File: src/rtl/adc_ctrl_pkg.sv
package adc_ctrl_pkg;

  typedef enum logic [1:0] {
    ST_IDLE,
    ST_WAKE,
    ST_CONV,
    ST_READ
  } seq_st_e;

  function automatic int ns_to_cyc(input int ns, input int clk_ns);
    return (ns + clk_ns - 1) / clk_ns;
  endfunction

  function automatic int max2(input int a, input int b);
    return (a > b) ? a : b;
  endfunction

endpackage

File: src/rtl/adc_sync.sv
module adc_sync #(
  parameter int STAGES = 2
) (
  input  logic clk_i,
  input  logic rst_ni,
  input  logic d_i,
  output logic q_o
);
  logic [STAGES-1:0] sr_q;

  always_ff @(posedge clk_i or negedge rst_ni) begin
    if (!rst_ni) begin
      sr_q <= '0;
    end else begin
      sr_q[0] <= d_i;
      for (int i = 1; i < STAGES; i++) sr_q[i] <= sr_q[i-1];
    end
  end

  assign q_o = sr_q[STAGES-1];
endmodule

File: src/rtl/adc_cclk_gen.sv
module adc_cclk_gen #(
  parameter int MIN_EDGES = 14
) (
  input  logic clk_i,
  input  logic rst_ni,
  input  logic gate_i,
  input  logic start_i,
  input  logic hold_i,
  output logic cclk_o
);
  localparam int EW = $clog2(MIN_EDGES + 1);

  logic [EW-1:0] edge_cnt_q;
  logic          cclk_q;
  logic          short_w;
  logic          run_w;

  assign short_w = edge_cnt_q < EW'(MIN_EDGES);
  // finish a high phase before parking the clock low
  assign run_w   = !gate_i || hold_i || short_w || cclk_q;

  always_ff @(posedge clk_i or negedge rst_ni) begin
    if (!rst_ni) begin
      cclk_q     <= 1'b0;
      edge_cnt_q <= EW'(MIN_EDGES);
    end else begin
      cclk_q <= run_w ? ~cclk_q : 1'b0;
      if (start_i) edge_cnt_q <= '0;
      else if (run_w && !cclk_q && short_w) edge_cnt_q <= edge_cnt_q + 1'b1;
    end
  end

  assign cclk_o = cclk_q;

  a_r8_edge_cnt_bound: assert property (@(posedge clk_i) disable iff (!rst_ni)
    edge_cnt_q <= EW'(MIN_EDGES));

  a_r8_no_gap_mid_conv: assert property (@(posedge clk_i) disable iff (!rst_ni)
    hold_i && !start_i && $past(hold_i) |-> cclk_q != $past(cclk_q));
endmodule

File: src/rtl/adc_seq.sv
module adc_seq
  import adc_ctrl_pkg::*;
#(
  parameter int ACQ_CYC     = 14,
  parameter int WAKE_CYC    = 100,
  parameter int CNV_LOW_CYC = 2,
  parameter int RD_CYC      = 2,
  parameter int TIMEOUT_CYC = 256
) (
  input  logic clk_i,
  input  logic rst_ni,
  input  logic start_i,
  input  logic sleep_mode_i,
  input  logic busy_s_i,
  output logic cnv_n_o,
  output logic cs_n_o,
  output logic rd_n_o,
  output logic go_o,
  output logic act_o,
  output logic cap_o,
  output logic dummy_o,
  output logic timeout_o
);
  localparam int CMAX = max2(max2(TIMEOUT_CYC, WAKE_CYC), max2(CNV_LOW_CYC, RD_CYC));
  localparam int CW   = $clog2(CMAX + 1);
  localparam int GW   = $clog2(ACQ_CYC + 1);

  seq_st_e       st_q;
  logic [CW-1:0] cnt_q;
  logic [GW-1:0] guard_q;
  logic req_q, dum_pend_q, dum_cur_q, sleep_q, seen_q;
  logic cnv_n_q, cs_n_q, rd_n_q, act_q, to_q;
  logic launch_w, done_w, to_hit_w, cap_w;

  assign launch_w = (st_q == ST_IDLE) && (req_q || dum_pend_q) && (guard_q == '0);
  assign done_w   = (st_q == ST_CONV) && seen_q && !busy_s_i;
  assign to_hit_w = (st_q == ST_CONV) && !done_w && (cnt_q == CW'(TIMEOUT_CYC - 1));
  assign cap_w    = (st_q == ST_READ) && (cnt_q == CW'(RD_CYC - 1));
  assign go_o     = (launch_w && cnv_n_q) || ((st_q == ST_WAKE) && (cnt_q == CW'(1)));

  always_ff @(posedge clk_i or negedge rst_ni) begin
    if (!rst_ni) begin
      st_q       <= ST_IDLE;
      cnt_q      <= '0;
      guard_q    <= GW'(ACQ_CYC);
      req_q      <= 1'b0;
      dum_pend_q <= 1'b1;
      dum_cur_q  <= 1'b0;
      sleep_q    <= 1'b0;
      seen_q     <= 1'b0;
      cnv_n_q    <= 1'b1;
      cs_n_q     <= 1'b1;
      rd_n_q     <= 1'b1;
      act_q      <= 1'b0;
      to_q       <= 1'b0;
    end else begin
      to_q <= to_hit_w;
      if (start_i) req_q <= 1'b1;
      else if (launch_w) req_q <= 1'b0;
      if (guard_q != '0) guard_q <= guard_q - 1'b1;

      unique case (st_q)
        ST_IDLE: begin
          if (launch_w) begin
            dum_pend_q <= 1'b0;
            dum_cur_q  <= dum_pend_q;
            sleep_q    <= sleep_mode_i;
            seen_q     <= 1'b0;
            if (cnv_n_q) begin
              st_q    <= ST_CONV;
              cnv_n_q <= 1'b0;
              act_q   <= 1'b1;
              cnt_q   <= '0;
            end else begin
              // converter asleep: raise strobe to wake it first
              st_q    <= ST_WAKE;
              cnv_n_q <= 1'b1;
              cnt_q   <= CW'(WAKE_CYC);
            end
          end
        end
        ST_WAKE: begin
          if (cnt_q == CW'(1)) begin
            st_q    <= ST_CONV;
            cnv_n_q <= 1'b0;
            act_q   <= 1'b1;
            cnt_q   <= '0;
          end else begin
            cnt_q <= cnt_q - 1'b1;
          end
        end
        ST_CONV: begin
          cnt_q <= cnt_q + 1'b1;
          if (busy_s_i) seen_q <= 1'b1;
          if (!sleep_q && cnt_q == CW'(CNV_LOW_CYC - 1)) cnv_n_q <= 1'b1;
          if (done_w) begin
            st_q    <= ST_READ;
            cnt_q   <= '0;
            cs_n_q  <= 1'b0;
            rd_n_q  <= 1'b0;
            act_q   <= 1'b0;
            guard_q <= GW'(ACQ_CYC);
          end else if (to_hit_w) begin
            st_q    <= ST_IDLE;
            cnv_n_q <= 1'b1;
            act_q   <= 1'b0;
            guard_q <= GW'(ACQ_CYC);
          end
        end
        ST_READ: begin
          cnt_q <= cnt_q + 1'b1;
          if (cap_w) begin
            cs_n_q <= 1'b1;
            rd_n_q <= 1'b1;
            st_q   <= ST_IDLE;
          end
        end
        default: st_q <= ST_IDLE;
      endcase
    end
  end

  assign cnv_n_o   = cnv_n_q;
  assign cs_n_o    = cs_n_q;
  assign rd_n_o    = rd_n_q;
  assign act_o     = act_q;
  assign cap_o     = cap_w;
  assign dummy_o   = dum_cur_q;
  assign timeout_o = to_q;

  a_r7_no_read_busy: assert property (@(posedge clk_i) disable iff (!rst_ni)
    !rd_n_q || !cs_n_q |-> !busy_s_i);

  a_r4_raise_before_end: assert property (@(posedge clk_i) disable iff (!rst_ni)
    done_w && !sleep_q |-> cnv_n_q);

  a_r6_hold_through_end: assert property (@(posedge clk_i) disable iff (!rst_ni)
    done_w && sleep_q |-> !cnv_n_q);

  a_r5_acq_guard: assert property (@(posedge clk_i) disable iff (!rst_ni)
    $fell(cnv_n_q) |-> guard_q == '0);

  a_r10_timeout_pulse: assert property (@(posedge clk_i) disable iff (!rst_ni)
    to_q |=> !to_q);
endmodule

File: src/rtl/adc_par_ctrl.sv
module adc_par_ctrl
  import adc_ctrl_pkg::*;
#(
  parameter int DW          = 12,
  parameter int CLK_NS      = 10,
  parameter int ACQ_NS      = 135,
  parameter int WAKE_NS     = 1000,
  parameter int CNV_LOW_CYC = 2,
  parameter int RD_CYC      = 2,
  parameter int TIMEOUT_CYC = 256,
  parameter int SYNC_STAGES = 2
) (
  input  logic          clk_i,
  input  logic          rst_ni,
  input  logic          start_i,
  input  logic          sleep_mode_i,
  input  logic          burst_i,
  input  logic          busy_i,
  input  logic [DW-1:0] data_i,
  output logic          cnv_n_o,
  output logic          cs_n_o,
  output logic          rd_n_o,
  output logic          cclk_o,
  output logic          res_valid_o,
  output logic [DW-1:0] res_data_o,
  output logic          timeout_o
);
  localparam int ACQ_CYC   = ns_to_cyc(ACQ_NS, CLK_NS);
  localparam int WAKE_CYC  = max2(ns_to_cyc(WAKE_NS, CLK_NS), 1);
  localparam int MIN_EDGES = DW + 2;

  logic busy_s, go, act, cap, dummy;
  logic          valid_q;
  logic [DW-1:0] data_q;

  adc_sync #(.STAGES(SYNC_STAGES)) u_busy_sync (
    .clk_i (clk_i),
    .rst_ni(rst_ni),
    .d_i   (busy_i),
    .q_o   (busy_s)
  );

  adc_seq #(
    .ACQ_CYC    (ACQ_CYC),
    .WAKE_CYC   (WAKE_CYC),
    .CNV_LOW_CYC(CNV_LOW_CYC),
    .RD_CYC     (RD_CYC),
    .TIMEOUT_CYC(TIMEOUT_CYC)
  ) u_seq (
    .clk_i       (clk_i),
    .rst_ni      (rst_ni),
    .start_i     (start_i),
    .sleep_mode_i(sleep_mode_i),
    .busy_s_i    (busy_s),
    .cnv_n_o     (cnv_n_o),
    .cs_n_o      (cs_n_o),
    .rd_n_o      (rd_n_o),
    .go_o        (go),
    .act_o       (act),
    .cap_o       (cap),
    .dummy_o     (dummy),
    .timeout_o   (timeout_o)
  );

  adc_cclk_gen #(.MIN_EDGES(MIN_EDGES)) u_cclk (
    .clk_i  (clk_i),
    .rst_ni (rst_ni),
    .gate_i (burst_i),
    .start_i(go),
    .hold_i (act),
    .cclk_o (cclk_o)
  );

  // capture on the edge where rd_n rises
  always_ff @(posedge clk_i or negedge rst_ni) begin
    if (!rst_ni) begin
      valid_q <= 1'b0;
      data_q  <= '0;
    end else begin
      valid_q <= cap && !dummy;
      if (cap) data_q <= data_i;
    end
  end

  assign res_valid_o = valid_q;
  assign res_data_o  = data_q;

  a_r3_valid_pulse: assert property (@(posedge clk_i) disable iff (!rst_ni)
    res_valid_o |=> !res_valid_o);

  a_r8_burst_start: assert property (@(posedge clk_i) disable iff (!rst_ni)
    burst_i && $fell(cnv_n_o) && !cclk_o |=> cclk_o);

  a_r3_valid_after_read: assert property (@(posedge clk_i) disable iff (!rst_ni)
    res_valid_o |-> $rose(rd_n_o));
endmodule

File: config.mk
export PLATFORM = sky130hd
export DESIGN_NAME = adc_par_ctrl
export DESIGN_NICKNAME = d
export VERILOG_FILES = /design/src/rtl/adc_ctrl_pkg.sv /design/src/rtl/adc_sync.sv /design/src/rtl/adc_cclk_gen.sv /design/src/rtl/adc_seq.sv /design/src/rtl/adc_par_ctrl.sv
export SDC_FILE = /design/constraint.sdc
export NUM_CORES = 1
export LEC_CHECK = 0
export BUFFER_PORTS_ARGS = -buffer_cell sky130_fd_sc_hd__clkbuf_2
export CORE_ASPECT_RATIO = 0.5
export CORE_MARGIN = 2
export CORE_UTILIZATION = 35
export CTS_CLUSTER_DIAMETER = 60
export DETAILED_ROUTE_END_ITERATION = 7
export GPL_ROUTABILITY_DRIVEN = 0
export PLACE_DENSITY = 0.54
export SYNTH_ARGS = -nofsm -noshare
export SYNTH_HDL_FRONTEND = slang
export SYNTH_SLANG_ARGS = --single-unit
export TNS_END_PERCENT = 20
File: constraint.sdc
create_clock -name clk_i -period 5.96 [get_ports clk_i]
set_input_delay 1.192 -clock clk_i [delete_from_list [all_inputs] [get_ports clk_i]]
set_output_delay 1.192 -clock clk_i [all_outputs]
set_load 0.02 [all_outputs]
# After elaboration in Yosys (flattened, before gate mapping)
# Index checks and enable logic that the tools add are counted.
[totals] reg_bits=44 inputBits=18 out_inout_bits=18 elab_cells=112
[op_classes] addsub=4 n_lt_le_gt_ge=1 eq_ne=12 mux=39 n_bitwise=1 reduce_logical=38
[op_table] cell="case mux 9 bit (4 select lines)" count=1
[op_table] cell="two-way mux 9 bit" count=3
[op_table] cell="two-way mux 4 bit" count=6
[op_table] cell="two-way mux 1 bit" count=17
[op_table] cell="logical AND 1 bit" count=13
[op_table] cell="two-way mux 2 bit" count=6
[op_table] cell="adder 9 x 1 -> 9 bit (second input constant)" count=1
[op_table] cell="equality test 9 x 1 -> 1 bit (second input constant)" count=1
[op_table] cell="equality test 9 x 8 -> 1 bit (second input constant)" count=1
[op_table] cell="AND reduction 3 bit" count=3
[op_table] cell="subtractor 9 x 1 -> 9 bit (second input constant)" count=1
[op_table] cell="!= test 2 x 1 -> 1 bit (second input constant)" count=4
[op_table] cell="case mux 2 bit (4 select lines)" count=1
[op_table] cell="nonzero test 2 bit" count=4
[op_table] cell="two-way mux 7 bit" count=1
[op_table] cell="zero test 1 bit" count=6
[op_table] cell="case mux 1 bit (3 select lines)" count=2
[op_table] cell="logical OR 1 bit" count=5
[op_table] cell="AND reduction 5 bit" count=1
[op_table] cell="adder 4 x 1 -> 4 bit (second input constant)" count=1
[op_table] cell="equality test 2 bit (second input constant)" count=2
[op_table] cell="zero test 4 bit" count=1
[op_table] cell="less-than comparator 4 bit (second input constant)" count=1
[op_table] cell="!= test 2 bit (second input constant)" count=2
[op_table] cell="other kinds (10)" count=11

# Depth between registers and ports, before layout
[depth] ltp_word=9 mapped_depth=8 mapped_depth_nobuf=8

# Modules after synthesis
# From an unflattened synthesis, not the netlist that was laid out.
[hier_totals] cells_unflattened=241 hier_area_um2=2489.9
[by_module_without_submodules] mod="adc_seq" instances=1 cells_per_inst=191 area_per_inst_um2=1687.9 seq_area_each_um2=608.1
[by_module_without_submodules] mod="adc_par_ctrl" instances=1 cells_per_inst=27 area_per_inst_um2=511.7 seq_area_each_um2=325.3
[by_module_without_submodules] mod="adc_cclk_gen" instances=1 cells_per_inst=21 area_per_inst_um2=240.2 seq_area_each_um2=128.9
[by_module_without_submodules] mod="adc_sync" instances=1 cells_per_inst=2 area_per_inst_um2=50.0 seq_area_each_um2=50.0

# Least setup slack after synthesis
# No wires, ideal clock.
[synth_path] path_kind="reg2reg" startpoint="register u_seq.cnt_q[1]" endpoint="register u_seq.act_q (netlist: u_seq.act_o)" setup_ps=128 arrival_time_ps=1979 required_ps=5832 path_slack_ps=3853 stages_incl_launch_ff=8 n_path_buf=1 period_less_slack_ps=2107 path_cell_list="dfrtp_1 > inv_1 > ha_1 > or4b_4 > buf_6 > o21a_4 > nor4_4 > mux2_1"
[synth_via] elab_chain_len=4 elab_cells_between_ends=6 classes_between="4 x eq/ne; 2 x reduce/logical"
[synth_lines] item="from (decl)" line="adc_seq.sv:29" rtl="logic [CW-1:0] cnt_q;"
[synth_lines] item="from (signal assigned)" line="adc_seq.sv:78" rtl="cnt_q <= CW'(WAKE_CYC);"
[synth_lines] item="from (signal assigned)" line="adc_seq.sv:89" rtl="cnt_q <= cnt_q - 1'b1;"
[synth_lines] item="from (signal assigned)" line="adc_seq.sv:93" rtl="cnt_q <= cnt_q + 1'b1;"
[synth_lines] item="equality test 9 x 8 -> 1 bit" line="adc_seq.sv:37" rtl="assign to_hit_w = (st_q == ST_CONV) && !done_w && (cnt_q == CW'(TIMEOUT_CYC - 1));"
[synth_lines] item="logical AND 1 bit" line="adc_seq.sv:37"
[synth_lines] item="!= test 3 x 1 -> 1 bit (no line)"
[synth_lines] item="AND reduction 5 bit (no line) *"
[synth_lines] item="to (signal assigned)" line="adc_seq.sv:54" rtl="act_q <= 1'b0;"
[synth_lines] item="to (signal assigned)" line="adc_seq.sv:72" rtl="act_q <= 1'b1;"
[synth_lines] item="to (signal assigned)" line="adc_seq.sv:86" rtl="act_q <= 1'b1;"
[synth_lines] item="to (decl)" line="adc_seq.sv:32" rtl="logic cnv_n_q, cs_n_q, rd_n_q, act_q, to_q;"
# Every way passes the cells marked *; elsewhere a longest branch is shown, timed or not.
# A chain may end at the register's enable or synchronous reset.

# Worst setup path in the final report
[layout_path] startpoint="register u_seq.guard_q[0]" endpoint="register u_seq.st_q[1]"
[layout_via] elab_chain_len=4
[layout_lines] item="from (decl)" line="adc_seq.sv:30" rtl="logic [GW-1:0] guard_q;"
[layout_lines] item="from (signal assigned)" line="adc_seq.sv:45" rtl="guard_q <= GW'(ACQ_CYC);"
[layout_lines] item="from (signal assigned)" line="adc_seq.sv:60" rtl="if (guard_q != '0) guard_q <= guard_q - 1'b1;"
[layout_lines] item="from (signal assigned)" line="adc_seq.sv:102" rtl="guard_q <= GW'(ACQ_CYC);"
[layout_lines] item="zero test 4 bit" line="adc_seq.sv:35" rtl="assign launch_w = (st_q == ST_IDLE) && (req_q || dum_pend_q) && (guard_q == '0);"
[layout_lines] item="logical AND 1 bit" line="adc_seq.sv:35"
[layout_lines] item="!= test 2 x 1 -> 1 bit (no line)"
[layout_lines] item="AND reduction 4 bit (no line)"
[layout_lines] item="to (signal assigned)" line="adc_seq.sv:43" rtl="st_q <= ST_IDLE;"
[layout_lines] item="to (signal assigned)" line="adc_seq.sv:70" rtl="st_q <= ST_CONV;"
[layout_lines] item="to (signal assigned)" line="adc_seq.sv:76" rtl="st_q <= ST_WAKE;"
[layout_lines] item="to (decl)" line="adc_seq.sv:28" rtl="seq_st_e st_q;"
# Every way passes these cells.

==> run metrics <==
status finished clean; VDD IR max around 0.00014 V; antenna violations before repair 0; Worst Skew 0.00701 ns; largest area contributor in the netlist dfrtp_1; Reg clk slew, reported paths approximately 0.06 ns; sequential area share after synthesis roughly 45%; Slew HR between 40% and 50%; Starting Density 36.7%; Req. time, crit path around 6.1 ns; postcts setup bufs 0; Skew-Pair Late Insertion Delay roughly 0.29 ns; final wirelength between 5000 and 6000 µm; top-level I/O count 36; global route total overflow 0; H-tree depth 2; Root Driver clkbuf_16; Synth top area share about a third; slowest CP cell or3b_1; yosys warns 0; layout cells sized above 1 around a quarter; worst min-delay path class reg -> reg; Yosys reg bits 44; cell leakage power ~1.3 nW; maximum clock rate ~420 MHz; unrepaired setup endpoints after global routing no; vias in the first global route between 1500 and 2000; routed vias around 1900; core region area 0.00678 mm²; CP Data Arrival Time around 2.5 ns; ANT nets after route 0; Synth Net Count roughly 270; Yosys cell types 59; Post-synth ARST share 100%; Die Y 63.6 µm; average cell area after synthesis about 10 µm²; Critical Path, Cell by Cell inv_1 -> ha_1 -> or3b_1 -> o21ai_2 -> o21ai_1 -> nor2_1 -> mux2_1; Final period util ~39%; largest net degree at the start of global routing 45; Antenna Cells 0; ys flop type dfrtp_1; crit-path max FO 9; Die W roughly 120 µm; Clock Tree Buf Depth 2; Net count, final between 300 and 400; power per cell area roughly 580 mW/mm²; clk sinks 44; WL/cell ~15 µm; worst path bufs/invs 1; Final Hold Viols 0; worst-margin pin slew 0.803 ns; crit start category flip-flop; top area cells in the synthesized netlist dfrtp_1 (35%), dfstp_2 (9.5%), ha_1 (5.5%); # rows 21; GRT Util Overall between 10% and 20%; TritonCTS clock tree built; post-route setup TNS 0 ns; DRC violations left 0; global-route wire length before repair about 9000 µm; WHS about 0.36 ns; Post-CTS Resized 0; Num CTS Buffers 5; placed cell count around 360; PortBufs 35; Post-CTS Hold Buffers 0; Largest stage delay, worst path 0.46 ns; crit end category flip-flop; drt first pass iters 4; Tmin final 2.35 ns; synthesized instance count 242; area grow syn2layout 15.1%; Non-Filler Instances 367; max cap viols 0; Final setup viols 0; dpl hpwl 3730 µm; vias per inst between 5 and 6; Starting DRT DRC Count around 110; Syn Std Cell Area around 0.0025 mm²; EDFF count, synth 0; critical path's top delay family simple AND/OR/NAND/NOR gates; Slew Limit Fails 0; die area 0.00784 mm²; kind of critical path reg -> reg
==> where the power goes <==
group	internal, mW	switching (mW)
combinational	0.334	0.466
clock	0.167	0.118
sequential	0.439	0.128
==> Yosys cell counts, types with 3 or more instances <==
library cell	number
and3_1	3
o21ai_1	7
mux2_4	9
a21oi_1	9
ha_1	11
nor3b_1	3
nand2_1	18
nor2_1	22
o31ai_1	4
xnor2_1	4
o21ai_0	9
nand2b_1	4
nor2b_1	5
dfrtp_1	35
buf_6	4
a211oi_1	3
a31oi_1	3
nand3_1	9
o22ai_1	3
dfstp_2	9
clkbuf_1	6
mux2_1	5
nor3_1	4
inv_1	12
==> per-stage QoR <==
stage                     area, µm²  power (mW)  utilization [%]  setup slack [ns]
after floorplan                2490        1.18                -              3.85
after global placement         2710        1.35             40.0              3.72
after detailed placement       2710        1.36             40.0              3.64
after CTS                      2870        1.66             42.3              3.61
after global routing           2870        1.80             42.3              3.45
final                          2870        1.65             42.3              3.61
==> layout make-up <==
type	count	area (µm²)
well taps	92	115
flip-flops and latches	44	1110
clock buffers	6	139
multi-input cells	175	1260
repair buffers	36	183
inverters	12	45.0
clock inverters	2	15.0
fillers	651	3910
==> kinds of logic after synthesis <==
kind of cell / share of synthesized area [%]
fa+ha+maj: 5.53
flops: 44.7
xor+xnor: 1.76
mux: 8.55
buf+inv: 4.83
compound gates: 15.5
simple gates: 19.2
==> sequential cells by signal, indices dropped and copies added (netlist names), 2 cells and up <==
register / count
u_seq.st_q: 2
u_cclk.edge_cnt_q: 4
res_data_o: 12
u_seq.cnt_q: 9
u_seq.guard_q: 4
u_busy_sync.sr_q: 2
==> placed cells by master (no fill, tap or decap), types with 5 or more instances in the layout <==
cell type  instances
a21oi_1            9
clkbuf_16          5
clkbuf_2          35
dfrtp_1           35
dfstp_2            9
ha_1              11
inv_1             12
mux2_1             5
mux2_4             9
nand2_1           18
nand3_1            9
nor2_1            22
nor2b_1            5
o21ai_0            9
o21ai_1            7
==> per-layer routing <==
metal  vias to the layer above  global-route usage, %  share of wire [%]
li1                        934                      -                  -
met1                       869                   20.7                 49
met2                        60                   22.0                 44
met3                         2                   4.08                6.3
met4                         0                   3.84               0.24
met5                         -                      0                  0
==> worst paths after layout <==
check | from | end | slack (ns) | cells past startpoint
worst max-delay path | u_seq.guard_q[0] | u_seq.st_q[1] | 3.61 | 7
worst min-delay path | u_busy_sync.sr_q[0] | u_busy_sync.sr_q[1] | 0.36 | 0
worst max register to register | u_seq.guard_q[0] | u_seq.st_q[1] | 3.61 | 7
worst min register to register | u_busy_sync.sr_q[0] | u_busy_sync.sr_q[1] | 0.36 | 0
max in group asynchronous | rst_ni | u_seq.cs_n_o | 4.58 | 2
min in group asynchronous | rst_ni | u_seq.cnt_q[0] | 0.96 | 2
No activity file was read; power rests on OpenSTA's default activity.
